## config.mk

```make
export PLATFORM = sky130hd
export DESIGN_NAME = hub_repeater
export DESIGN_NICKNAME = d
export VERILOG_FILES = /design/src/rtl/hub_pkg.sv /design/src/rtl/hub_sync.sv /design/src/rtl/hub_line.sv /design/src/rtl/hub_gate.sv /design/src/rtl/hub_repeater.sv
export SDC_FILE = /design/constraint.sdc
export NUM_CORES = 1
export LEC_CHECK = 0
export ABC_AREA = 1
export BUFFER_PORTS_ARGS = -buffer_cell sky130_fd_sc_hd__buf_2
export CELL_PAD_IN_SITES_DETAIL_PLACEMENT = 1
export CELL_PAD_IN_SITES_GLOBAL_PLACEMENT = 1
export CORE_UTILIZATION = 42
export DETAILED_ROUTE_END_ITERATION = 10
export PLACE_DENSITY_LB_ADDON = 0.1
export SETUP_SLACK_MARGIN = 0.02
export SYNTH_ARGS = -nofsm -noshare
export SYNTH_HDL_FRONTEND = slang
export SYNTH_SLANG_ARGS = --single-unit
```

## constraint.sdc

```tcl
create_clock -name clk -period 1.5 [get_ports clk]
set_input_delay 0.3 -clock clk [delete_from_list [all_inputs] [get_ports clk]]
set_output_delay 0.3 -clock clk [all_outputs]
set_load 0.02 [all_outputs]
```

## src/rtl/hub_pkg.sv

```systemverilog
package hub_pkg;
    localparam int SEGMENTS     = 5;
    localparam int SYNC_DEPTH   = 2;
    localparam int IDLE_DEFAULT = 16;

    typedef enum logic {
        BUS_FREE = 1'b0,
        BUS_HELD = 1'b1
    } bus_state_t;

    typedef struct packed {
        logic scl;
        logic sda;
    } line_pair_t;
endpackage

```

## src/rtl/hub_sync.sv

```systemverilog
module hub_sync #(
    parameter int   W       = 1,
    parameter int   STAGES  = 2,
    parameter logic RST_VAL = 1'b0
) (
    input  logic         clk,
    input  logic         rst,
    input  logic [W-1:0] d,
    output logic [W-1:0] q
);
    logic [W-1:0] chain [STAGES];

    always_ff @(posedge clk) begin
        if (rst) begin
            for (int i = 0; i < STAGES; i++) chain[i] <= {W{RST_VAL}};
        end else begin
            chain[0] <= d;
            for (int i = 1; i < STAGES; i++) chain[i] <= chain[i-1];
        end
    end

    assign q = chain[STAGES-1];
endmodule

```

## src/rtl/hub_line.sv

```systemverilog
module hub_line #(
    parameter int NSEG = 5,
    parameter int HOLD = 2
) (
    input  logic            clk,
    input  logic            rst,
    input  logic [NSEG-1:0] lvl,
    input  logic [NSEG-1:0] ext,
    input  logic [NSEG-1:0] en,
    output logic [NSEG-1:0] pull,
    output logic            src_any
);
    logic [NSEG-1:0] pull_q;
    logic [NSEG-1:0] own;
    logic [NSEG-1:0] src;
    logic [NSEG-1:0] nxt;
    logic [NSEG-1:0] trail [HOLD];

    // History of the hub's own drive, long enough to cover the input sync delay
    generate
        for (genvar g = 0; g < HOLD; g++) begin : g_trail
            if (g == 0) begin : g_first
                always_ff @(posedge clk) begin
                    if (rst) trail[0] <= '0;
                    else     trail[0] <= pull_q;
                end
            end else begin : g_rest
                always_ff @(posedge clk) begin
                    if (rst) trail[g] <= '0;
                    else     trail[g] <= trail[g-1];
                end
            end
        end
    endgenerate

    always_comb begin
        own = pull_q;
        for (int k = 0; k < HOLD; k++) own = own | trail[k];
    end

    assign src     = en & ((~lvl & ~own) | ext);
    assign src_any = |src;
    assign nxt     = src_any ? (en & ~src) : '0;

    always_ff @(posedge clk) begin
        if (rst) pull_q <= '0;
        else     pull_q <= nxt;
    end

    assign pull = pull_q;
endmodule

```

## src/rtl/hub_gate.sv

```systemverilog
module hub_gate
    import hub_pkg::*;
#(
    parameter int NSEG     = 5,
    parameter int IDLE_CYC = 16
) (
    input  logic            clk,
    input  logic            rst,
    input  logic [NSEG-1:0] scl_s,
    input  logic [NSEG-1:0] sda_s,
    input  logic [NSEG-2:0] en_req,
    output logic [NSEG-1:0] en_app,
    output logic            gate_open
);
    localparam int CW = $clog2(IDLE_CYC + 1);

    logic [NSEG-1:1] en_q;
    logic            scl_all;
    logic            sda_all;
    logic            start;
    logic            stop;
    logic            quiet;
    line_pair_t      prev;
    bus_state_t      st;
    logic [CW-1:0]   cnt;

    assign en_app  = {en_q, 1'b1};
    assign scl_all = &(scl_s | ~en_app);
    assign sda_all = &(sda_s | ~en_app);

    assign start     = prev.scl & scl_all &  prev.sda & ~sda_all;
    assign stop      = prev.scl & scl_all & ~prev.sda &  sda_all;
    assign quiet     = scl_all & sda_all & (st == BUS_FREE);
    assign gate_open = quiet & (cnt == CW'(IDLE_CYC));

    always_ff @(posedge clk) begin
        if (rst) begin
            en_q <= '1;
            prev <= '{scl: 1'b1, sda: 1'b1};
            st   <= BUS_FREE;
            cnt  <= '0;
        end else begin
            prev <= '{scl: scl_all, sda: sda_all};
            if (start)     st <= BUS_HELD;
            else if (stop) st <= BUS_FREE;
            if (!quiet)          cnt <= '0;
            else if (!gate_open) cnt <= cnt + 1'b1;
            if (gate_open) en_q <= en_req;
        end
    end
endmodule

```

## src/rtl/hub_repeater.sv

```systemverilog
module hub_repeater
    import hub_pkg::*;
#(
    parameter int NSEG     = SEGMENTS,
    parameter int SYNC     = SYNC_DEPTH,
    parameter int IDLE_CYC = IDLE_DEFAULT
) (
    input  logic            clk,
    input  logic            rst,
    input  logic [NSEG-1:0] scl_in,
    input  logic [NSEG-1:0] sda_in,
    input  logic [NSEG-1:0] scl_ext,
    input  logic [NSEG-1:0] sda_ext,
    input  logic [NSEG-2:0] en_req,
    output logic [NSEG-1:0] scl_pull,
    output logic [NSEG-1:0] sda_pull
);
    logic [2*NSEG-1:0] lvl_s;
    logic [2*NSEG-1:0] ext_s;
    logic [NSEG-1:0]   en_app;
    logic              gate_open;
    logic              scl_src_any;
    logic              sda_src_any;

    hub_sync #(.W(2*NSEG), .STAGES(SYNC), .RST_VAL(1'b1)) u_sync_lvl (
        .clk(clk), .rst(rst), .d({scl_in, sda_in}), .q(lvl_s)
    );

    hub_sync #(.W(2*NSEG), .STAGES(SYNC), .RST_VAL(1'b0)) u_sync_ext (
        .clk(clk), .rst(rst), .d({scl_ext, sda_ext}), .q(ext_s)
    );

    hub_gate #(.NSEG(NSEG), .IDLE_CYC(IDLE_CYC)) u_gate (
        .clk(clk), .rst(rst),
        .scl_s(lvl_s[2*NSEG-1:NSEG]), .sda_s(lvl_s[NSEG-1:0]),
        .en_req(en_req), .en_app(en_app), .gate_open(gate_open)
    );

    hub_line #(.NSEG(NSEG), .HOLD(SYNC)) u_scl (
        .clk(clk), .rst(rst),
        .lvl(lvl_s[2*NSEG-1:NSEG]), .ext(ext_s[2*NSEG-1:NSEG]), .en(en_app),
        .pull(scl_pull), .src_any(scl_src_any)
    );

    hub_line #(.NSEG(NSEG), .HOLD(SYNC)) u_sda (
        .clk(clk), .rst(rst),
        .lvl(lvl_s[NSEG-1:0]), .ext(ext_s[NSEG-1:0]), .en(en_app),
        .pull(sda_pull), .src_any(sda_src_any)
    );
endmodule

```

After elaboration in Yosys (flattened, before gate mapping):

Memory sizes are Yosys's and may differ from the RTL's.
Index checks and enable logic that the tools add are counted.

* add/sub/neg operators: 1
* eq/ne operators: 1
* mux-type cells: 13
* bitwise gates (word level): 43
* reductions and logical operators: 8

Operators with widths (number)
* 2-to-1 mux 10 bit: 4
* OR 5 bit: 8
* NOT 5 bit: 7
* bitwise AND 5 bit: 6
* 2-to-1 mux 5 bit: 4
* AND reduction 5 bit: 2
* OR reduction 5 bit: 2
* bitwise AND 1 bit: 8
* OR 1 bit: 8
* NOT 1 bit: 6
* OR reduction 2 bit: 3
* adder 5 x 1 -> 5 bit, second input constant: 1
* == test 5 bit, second input constant: 1
* 2-to-1 mux 1 bit: 5
* nonzero test 2 bit: 1

* bits in registers: 22
* RAM bits: 60
* input port bits: 26
* output and inout port bits: 10
* word-level logic and storage cells: 77
* memories kept: 4

Memory list
* u_sync_ext.chain: depth 2, width 10, rd ports 2, clocked after Yosys merged registers in 0, write ports 2, line hub_sync.sv:11 `logic [W-1:0] chain [STAGES];`
* u_sync_lvl.chain: depth 2, width 10, rd ports 2, clocked after Yosys merged registers in 0, write ports 2, line hub_sync.sv:11
* u_scl.trail: depth 2, width 5, rd ports 2, clocked after Yosys merged registers in 0, write ports 2, line hub_line.sv:17 `logic [NSEG-1:0] trail [HOLD];`
* u_sda.trail: depth 2, width 5, rd ports 2, clocked after Yosys merged registers in 0, write ports 2, line hub_line.sv:17

Longest topological paths before layout:

Gate-level depths: netlist of the first run.
An unclocked memory read counts as a cell.

* word-level depth: 10
* mapped depth: 8
* depth with buffers taken out: 8

By module:

A second synthesis of the first run with hierarchy kept.

* cells, all modules: 388
* area total of the unflattened synthesis: 3121.7 µm²

By module, submodules not included
* hub_line: times used 2, cells each 79, area each 581.8 µm², seq. area each 300.3 µm²
* hub_gate: times used 1, cells each 85, area each 655.6 µm², seq. area each 240.2 µm²
* hub_sync at u_sync_lvl: times used 1, cells each 73, area each 654.4 µm², seq. area each 400.4 µm²
* hub_sync at u_sync_ext: times used 1, cells each 72, area each 648.1 µm², seq. area each 400.4 µm²

Worst setup path after synthesis of the first run:

Ideal clock, no wire load.

* path kind: reg-to-reg
* start point: register u_gate.cnt[0]
* end point: register u_gate.en_q[1] (netlist name)
* library setup time: 0.122 ns
* data arrival time: 1.070 ns
* required time: 1.378 ns
* path slack: 0.308 ns
* cell stages (with the launch flop): 8
* buffers on the path: 0
* clock period less this slack: 1.192 ns
* cell sequence: dfxtp_1 inv_1 ha_1 nand2_1 nor2_2 nand3_2 nand2_1 nand3_1

* cells in the longest elaborated chain, start to end: 2

Ends and longest elaborated chain
* start, declared: line hub_gate.sv:25 `logic [CW-1:0] cnt;`
* start signal, assigned: line hub_gate.sv:47 `else if (!gate_open) cnt <= cnt + 1'b1;`
* == test 5 bit: line hub_gate.sv:34 `assign gate_open = quiet & (cnt == CW'(IDLE_CYC));`
* bitwise AND 1 bit: line hub_gate.sv:34
* end signal, assigned: line hub_gate.sv:48 `if (gate_open) en_q <= en_req;`
* end, declared: line hub_gate.sv:17 `logic [NSEG-1:1] en_q;`

Every way passes these cells.
A chain may end at the register's enable or synchronous reset.

Final worst setup path of the first run:

* start point: register u_gate.en_q[4] (netlist name)
* end point: register u_gate.en_q[3] (netlist name)

* cells in the longest elaborated chain, start to end: 6
* elaborated cells between the ends (all ways): 8
* those cells by class: 6 x bitwise; 2 x reduce/logical

Ends and longest elaborated chain
* NOT 5 bit (*): line hub_gate.sv:28, hub_gate.sv:29
* OR 5 bit (on tied branches): line hub_gate.sv:28, hub_gate.sv:29
* AND reduction 5 bit (on tied branches): line hub_gate.sv:28, hub_gate.sv:29
* bitwise AND 1 bit (*) (2 in series): line hub_gate.sv:33 `assign quiet = scl_all & sda_all & (st == BUS_FREE);`
* bitwise AND 1 bit (*): line hub_gate.sv:34

Mark *: on every way between the ends. The rest lies on a longest branch, timed or not.

==> flow_metrics.env, run 1 <==
export IMPL_port_buffers=35
export IMPL_fmax_ghz=0.736
export IMPL_vdd_drop_max_uv=699
export IMPL_avgSynthCellArea_um2=8.26
export IMPL_final_hold_viol_count=0
export IMPL_async_flop_share=0
export IMPL_worstSetupStartpoint="u_gate.en_q[4]"
export IMPL_yosysTopAreaCell="dfxtp_1"
export IMPL_p_switching_mw=1.04
export IMPL_endpoint_kind="flop"
export IMPL_vias=2099
export IMPL_cts_hold_buf=0
export IMPL_crit_path_max_fanout=7
export IMPL_switching_share=0.223
export IMPL_ys_top_cells_by_count="dfxtp_1, inv_1, nor2_1"
export IMPL_reg2regPathDepth=7
export IMPL_coreArea_mm2=0.00642
export IMPL_timing_final_ws_setup_ns=0.141
export IMPL_violations="DRC"
export IMPL_synth_main_ff_cell="dfxtp_1"
export IMPL_regToRegStartpoint="u_gate.en_q[4]"
export IMPL_clock_sinks=82
export IMPL_fin_cells=472
export IMPL_synth_area_leaders="dfxtp_1, inv_1, nor2_1, nand2_1, or2_2"
export IMPL_final_layout_size_suffix_gt1_frac=0.235
export IMPL_combPwrFrac=0.092
export IMPL_post_place_ws_ns=0.120
export IMPL_routed_wl_mm=5.35
export IMPL_drt_iter0_markers=84
export IMPL_worstPathRequired_ns=1.78
export IMPL_synth_edf_count=0
export IMPL_pwr_share_seq=0.504
export IMPL_cts_max_level=3
export IMPL_root_buffer="clkbuf_8"
export IMPL_worstSetupEndpoint="u_gate.en_q[3]"
export IMPL_pwr_density_cell_mw_per_mm2=1370
export IMPL_firstDrtPassIters=7
export IMPL_hold_class="in2reg"
export IMPL_pin_count=36
export IMPL_cts_buffers=9
export IMPL_die_w_um=84.3
export IMPL_grt_pass1_vias=2137
export IMPL_dpl_hpwl_mm=3.78
export IMPL_start_util=0.442
export IMPL_intPower_mw=3.63
export IMPL_grt_max_degree=62
export IMPL_fin_worst_skew_ns=0.00816
export IMPL_ant_nets=0
export IMPL_num_antenna_cells=0
export IMPL_fin_nets=418
export IMPL_setup_violations=0
export IMPL_power_leakage_nw=1.75
export IMPL_final_core_utilization=0.530
export IMPL_worstSetupStartpointType="flop"
export IMPL_fin_crit_ns=1.36
export IMPL_clk_pin_slew_ns=0.08
export IMPL_yosysWarnings=0
export IMPL_clockBufferDepth=2
export IMPL_globalplace_congestion=0.784
export IMPL_slew_viol_final=0
export IMPL_slew_headroom=0.720
export IMPL_drv_cap=0
export IMPL_synth_area_mm2=0.00284
export IMPL_rrSetupSlack_ns=0.14
export IMPL_reg2reg_to="u_gate.en_q[3]"
export IMPL_rows=29
export IMPL_cts_tree="built"
export IMPL_finalCritPeriodShare=0.906
export IMPL_ys_seq_elements=82
export IMPL_overflow=0
export IMPL_dp_cells=452
export IMPL_drc=4
export IMPL_path_class="reg2reg"
export IMPL_fill_cells=800
export IMPL_syn_inst=344
export IMPL_synth_most_common_cell="dfxtp_1"
export IMPL_area_growth_pct=19.8
export IMPL_status="complete, but fails checks"
export IMPL_clk_latency_ns=0.34
export IMPL_cp_arrival_ns=1.64
export IMPL_via_per_inst=4.45
export IMPL_wl_per_cell_um=11.3
export IMPL_track_usage=0.172
export IMPL_ys_seq_area_frac=0.578
export IMPL_die_area_mm2=0.00710
export IMPL_hold_depth=2
export IMPL_timing_hold_ws_ns=0.136
export IMPL_grt_pass1_wl_mm=9.48
export IMPL_syn_nets=372
export IMPL_clockPowerShare=0.404
export IMPL_die_y_um=84.3
export IMPL_synth_top_area_share=0.578
export IMPL_antenna_found_initial=0
export IMPL_yosysUniqueCellTypes=24
export IMPL_worstMarginPinSlew_ns=0.417
## cells by family after synthesis
group,count (synthesis),synth area share
DFF,82,0.578
xor gates and xnor gates,2,0.00617
AOI/OAI and AO/OA,11,0.0251
adders and majority gates,2,0.00881
buffers and inverters,81,0.107
and+or+nand+nor,166,0.275
## placed cells by master (no fill, tap or decap)
cell / Yosys / routed
a21oi_2: 3 / 3
a31oi_1: 2 / 2
buf_12: 0 / 1
buf_2: 1 / 35
buf_4: 0 / 7
bufinv_16: 0 / 3
clkbuf_1: 7 / 2
clkbuf_8: 0 / 10
clkinv_4: 0 / 1
dfxtp_1: 82 / 82
ha_1: 2 / 2
inv_1: 72 / 72
inv_2: 1 / 1
nand2_1: 38 / 38
nand2_2: 4 / 4
nand2_4: 1 / 1
nand3_1: 21 / 21
nand3_2: 3 / 3
nand4_1: 7 / 7
nor2_1: 67 / 67
nor2_2: 2 / 1
nor2_4: 1 / 2
nor3_4: 1 / 1
o21ai_0: 3 / 3
o21ai_1: 2 / 2
o31ai_1: 1 / 1
or2_0: 1 / 1
or2_2: 20 / 20
xor2_1: 2 / 2
## stage by stage
step | power, mW | TNS (ns) | cell area [um2]
after floorplan | 2.67 | 0 | 2840
after global placement | 2.80 | 0 | 3120
after detailed placement | 2.82 | 0 | 3120
after CTS | 4.72 | 0 | 3370
after global routing | 4.90 | -0.0147 | 3400
final | 4.68 | 0 | 3400
## registers in the layout (all words and copies together) (netlist names), 4 cells and up
register and flops:
u_scl.pull 5, u_sda.trail 10, u_gate.cnt 5, u_sync_ext.chain 20, u_gate.en_q 4, u_scl.trail 10, u_sda.pull 5, u_sync_lvl.chain 20
## critical path, stage by stage, from the launching register on
cell     delay [ns]
dfxtp_1        0.39
nand2_1        0.11
nand3_2        0.12
nor3_4         0.26
buf_4          0.16
buf_4          0.10
nand4_1        0.07
nand3_1        0.10
## layer usage
metal | GRT usage | part of all wire | vias to the layer above | wire length (um)
met5 | 0 | 0 | - | 0
met4 | 0.0611 | 0.012 | 0 | 63
met3 | 0.0619 | 0.042 | 6 | 227
met2 | 0.286 | 0.48 | 39 | 2560
met1 | 0.207 | 0.47 | 954 | 2500
li1 | - | - | 1100 | -
## area by class of cell
| class | count | area (um2) | area share |
|---|---|---|---|
| Clock buffer | 12 | 145 | 0.0426 |
| Clock inverter | 4 | 98.8 | 0.0290 |
| Inverter | 73 | 274 | 0.0805 |
| Multi-Input combinational cell | 181 | 900 | 0.264 |
| Sequential cell | 82 | 1640 | 0.482 |
| Tap cell | 77 | 96.3 | 0.0283 |
| Timing Repair Buffer | 43 | 248 | 0.0728 |
## power by group through the flow
| stage | logic, mW | registers [mW] | clock network (mW) |
|---|---|---|---|
| after floorplan | 0.235 | 2.43 | 0 |
| after global placement | 0.394 | 2.41 | 0 |
| after detailed placement | 0.408 | 2.41 | 0 |
| after CTS | 0.413 | 2.36 | 1.95 |
| after global routing | 0.494 | 2.37 | 2.04 |
| final | 0.430 | 2.36 | 1.89 |
## repair_timing
| action | in CTS | in global routing |
|---|---|---|
| setup endpoints to repair | 0 | 4 |
| gates resized for setup | 0 | 1 |
| buffers inserted | 0 | 4 |
## worst min-delay path by stage
| stage | to | start | slack [ns] |
|---|---|---|---|
| CTS | u_sync_lvl.chain[0][3] | sda_in[3] | 0.12 |
| global route | u_sync_lvl.chain[0][1] | sda_in[1] | 0.11 |
| detailed placement | u_sync_lvl.chain[0][19] | u_sync_lvl.chain[0][9] | 0.40 |
| finish | u_sync_lvl.chain[0][4] | sda_in[4] | 0.14 |
| global placement | u_sync_lvl.chain[0][13] | u_sync_lvl.chain[0][3] | 0.39 |
| floorplan | u_sync_ext.chain[0][10] | u_sync_ext.chain[0][0] | 0.39 |
No activity file was read; power rests on OpenSTA's default activity.
==> inputs of run 2 (changes only) <==
Settings changed: ABC_AREA 1 to 0, CAP_MARGIN from default to 10, CORE_UTILIZATION 42 to 44.
==> run 2 against run 1 <==
- the flow finishes with violations (setup timing)
- first-iteration DRC count down 44%
- synthesized area down 7.5%
- via count down 10%
- global-route usage grew 4.4 points
- synthesized cell count is 31% lower
- die area decreased by 11%
- wire length up 13%
- critical path depth decreased by 1
- power shrank 7.1%
- maximum frequency fell by 22%
- non-clock buffer count rose by 29
- critical endpoint is now u_gate.cnt[2]
- largest cell class unchanged
- highest routed layer unchanged
==> flow_metrics.env, run 2 <==
export IMPL_status="complete, but fails checks"
export IMPL_violations="setup timing"
export IMPL_power_mw=4.35
export IMPL_clockBufferDepth=2
export IMPL_rsz0062_at_grt="true"
export IMPL_syn_nets=264
export IMPL_drt_iter0_markers=47
export IMPL_met3_wirelength_um=181
export IMPL_highest_layer="met4"
export IMPL_globalplace_congestion=0.717
export IMPL_ys_seq_area_frac=0.625
export IMPL_num_antenna_cells=0
export IMPL_grt_max_degree=29
export IMPL_synth_area_leaders="dfxtp_1, nor2b_1, or2_2, nor4bb_1, nor4_1"
export IMPL_routed_wl_mm=6.03
export IMPL_rows=27
export IMPL_power_leakage_nw=1.50
export IMPL_placed_area_mm2=0.00309
export IMPL_avgSynthCellArea_um2=11.1
export IMPL_antenna_found_initial=0
export IMPL_vias=1888
export IMPL_dpl_hpwl_mm=3.97
export IMPL_synth_most_common_cell="dfxtp_1"
export IMPL_final_core_utilization=0.630
export IMPL_die_y_um=79.3
export IMPL_cts_tree="built"
export IMPL_die_area_mm2=0.00628
export IMPL_synth_top_area_share=0.625
export IMPL_hold_class="in2reg"
export IMPL_worstSetupStartpointType="flop"
export IMPL_cts_hold_buf=0
export IMPL_drv_cap=0
export IMPL_m1WireLength_mm=2.49
export IMPL_mostFrequentLayoutCell="dfxtp_1"
export IMPL_clk_pin_slew_ns=0.09
export IMPL_fin_crit_ns=1.73
export IMPL_top_regs="u_sync_ext.chain: 20 flops, u_sync_lvl.chain: 20 flops"
export IMPL_firstDrtPassIters=5
export IMPL_start_util=0.466
export IMPL_synth_edf_count=0
export IMPL_area_growth_pct=35.3
export IMPL_setup_violations=18
export IMPL_clockPowerShare=0.337
export IMPL_via_per_inst=4.87
export IMPL_ys_top_cells_by_count="dfxtp_1, nor2b_1, or2_2"
export IMPL_final_cell_mix="dfxtp_1, nor2b_1, buf_2, buf_4, or2_2"
export IMPL_fin_worst_skew_ns=0.0106
export IMPL_yosysTopAreaCell="dfxtp_1"
export IMPL_syn_inst=236
export IMPL_worstMarginPinSlew_ns=0.392
export IMPL_crit_path_max_fanout=4
export IMPL_grt_pass1_wl_mm=9.71
export IMPL_combPwrFrac=0.111
export IMPL_fin_area_mm2=0.00356
export IMPL_coreArea_mm2=0.00564
export IMPL_slew_headroom=0.739
export IMPL_path_class="reg2reg"
export IMPL_timing_final_ws_setup_ns=-0.232
export IMPL_intPower_mw=3.20
export IMPL_synth_main_ff_cell="dfxtp_1"
export IMPL_port_buffers=35
export IMPL_endpoint_kind="flop"
export IMPL_ant_nets=0
export IMPL_wl_met2_mm=3.22
export IMPL_grt_pass1_vias=2048
export IMPL_pwr_density_cell_mw_per_mm2=1220
export IMPL_final_layout_size_suffix_gt1_frac=0.459
export IMPL_overflow=0
export IMPL_wl_per_cell_um=15.5
export IMPL_async_flop_share=0
export IMPL_pin_count=36
export IMPL_vdd_drop_max_uv=885
export IMPL_die_w_um=79.3
export IMPL_track_usage=0.216
export IMPL_clock_sinks=82
export IMPL_yosysUniqueCellTypes=30
export IMPL_yosysWarnings=0
export IMPL_final_hold_viol_count=0
export IMPL_cts_buffers=9
export IMPL_ys_seq_elements=82
export IMPL_slew_viol_final=0
export IMPL_fin_nets=339
export IMPL_finalCritPeriodShare=1.15
export IMPL_clk_latency_ns=0.35
export IMPL_p_switching_mw=1.14
export IMPL_switching_share=0.263
export IMPL_root_buffer="clkbuf_8"
export IMPL_synth_area_mm2=0.00263
export IMPL_cp_arrival_ns=2.02
export IMPL_worstPathRequired_ns=1.79
export IMPL_fmax_ghz=0.577
export IMPL_drc=0
export IMPL_cts_max_level=3
export IMPL_pwr_share_seq=0.552
==> run 2: path summary, 6_finish.rpt <==
kind                      startpoint                 endpoint  slack (ns)  cells after the start
max          u_sync_lvl.chain[0][13]            u_gate.cnt[2]       -0.23                      6
min                        sda_in[0]   u_sync_lvl.chain[0][0]        0.12                      2
max reg2reg  u_sync_lvl.chain[0][13]            u_gate.cnt[2]       -0.23                      6
min reg2reg   u_sync_lvl.chain[0][4]  u_sync_lvl.chain[0][14]        0.42                      1
==> run 2: area by class of cell <==
class | instances | area, um2
Inverter | 9 | 33.8
Tap cell | 72 | 90.1
Clock buffer | 9 | 124
Sequential cell | 82 | 1650
Clock inverter | 7 | 60.1
Multi-Input combinational cell | 137 | 1130
Fill cell | 616 | 2090
Timing Repair Buffer | 72 | 464
==> run 2: power groups by stage <==
stage | clock [mW] | sequential, mW | combinational [mW]
final | 1.46 | 2.40 | 0.483
after global routing | 1.62 | 2.41 | 0.526
after CTS | 1.50 | 2.39 | 0.459
after detailed placement | 0 | 2.42 | 0.405
after global placement | 0 | 2.42 | 0.388
after floorplan | 0 | 2.45 | 0.187
==> run 2: critical path, stage by stage (launching register included) <==
cell and delay [ns]:
dfxtp_2 0.35, inv_2 0.03, a222oi_1 0.34, nand3_2 0.19
buf_4 0.18, or4_4 0.47, nor2_1 0.11
==> run 2: logic make-up (layout without fill, tap and decap cells) <==
group | count (synthesis) | in the layout | synth area share
buffers and inverters | 17 | 97 | 0.0243
adders and majority gates | 2 | 2 | 0.00952
DFF | 82 | 82 | 0.625
AOI/OAI and AO/OA | 16 | 16 | 0.0381
xor gates and xnor gates | 3 | 3 | 0.0100
muxes | 5 | 5 | 0.0195
and+or+nand+nor | 111 | 111 | 0.274
==> run 2: timing repair <==
| action | 4_1_cts | 5_1_grt |
|---|---|---|
| setup buffers | 8 | 4 |
| pin swaps | 25 | 14 |
| setup endpoints to repair | 20 | 20 |
| gates resized for setup | 27 | 20 |
==> run 2: metrics by stage <==
step | worst slack [ns] | instances | hold slack [ns] | setup TNS [ns]
floorplan | -0.0842 | 236 | 0.389 | -0.595
global placement | -0.126 | 361 | 0.394 | -1.54
detailed placement | -0.256 | 361 | 0.395 | -3.11
CTS | -0.188 | 385 | 0.108 | -1.94
global route | -0.300 | 388 | 0.100 | -3.95
finish | -0.232 | 388 | 0.121 | -2.03
==> run 2: layer usage <==
layer,GRT usage,vias up
li1,-,935
met1,0.213,907
met2,0.403,35
met3,0.0575,11
met4,0.125,0
met5,0,-
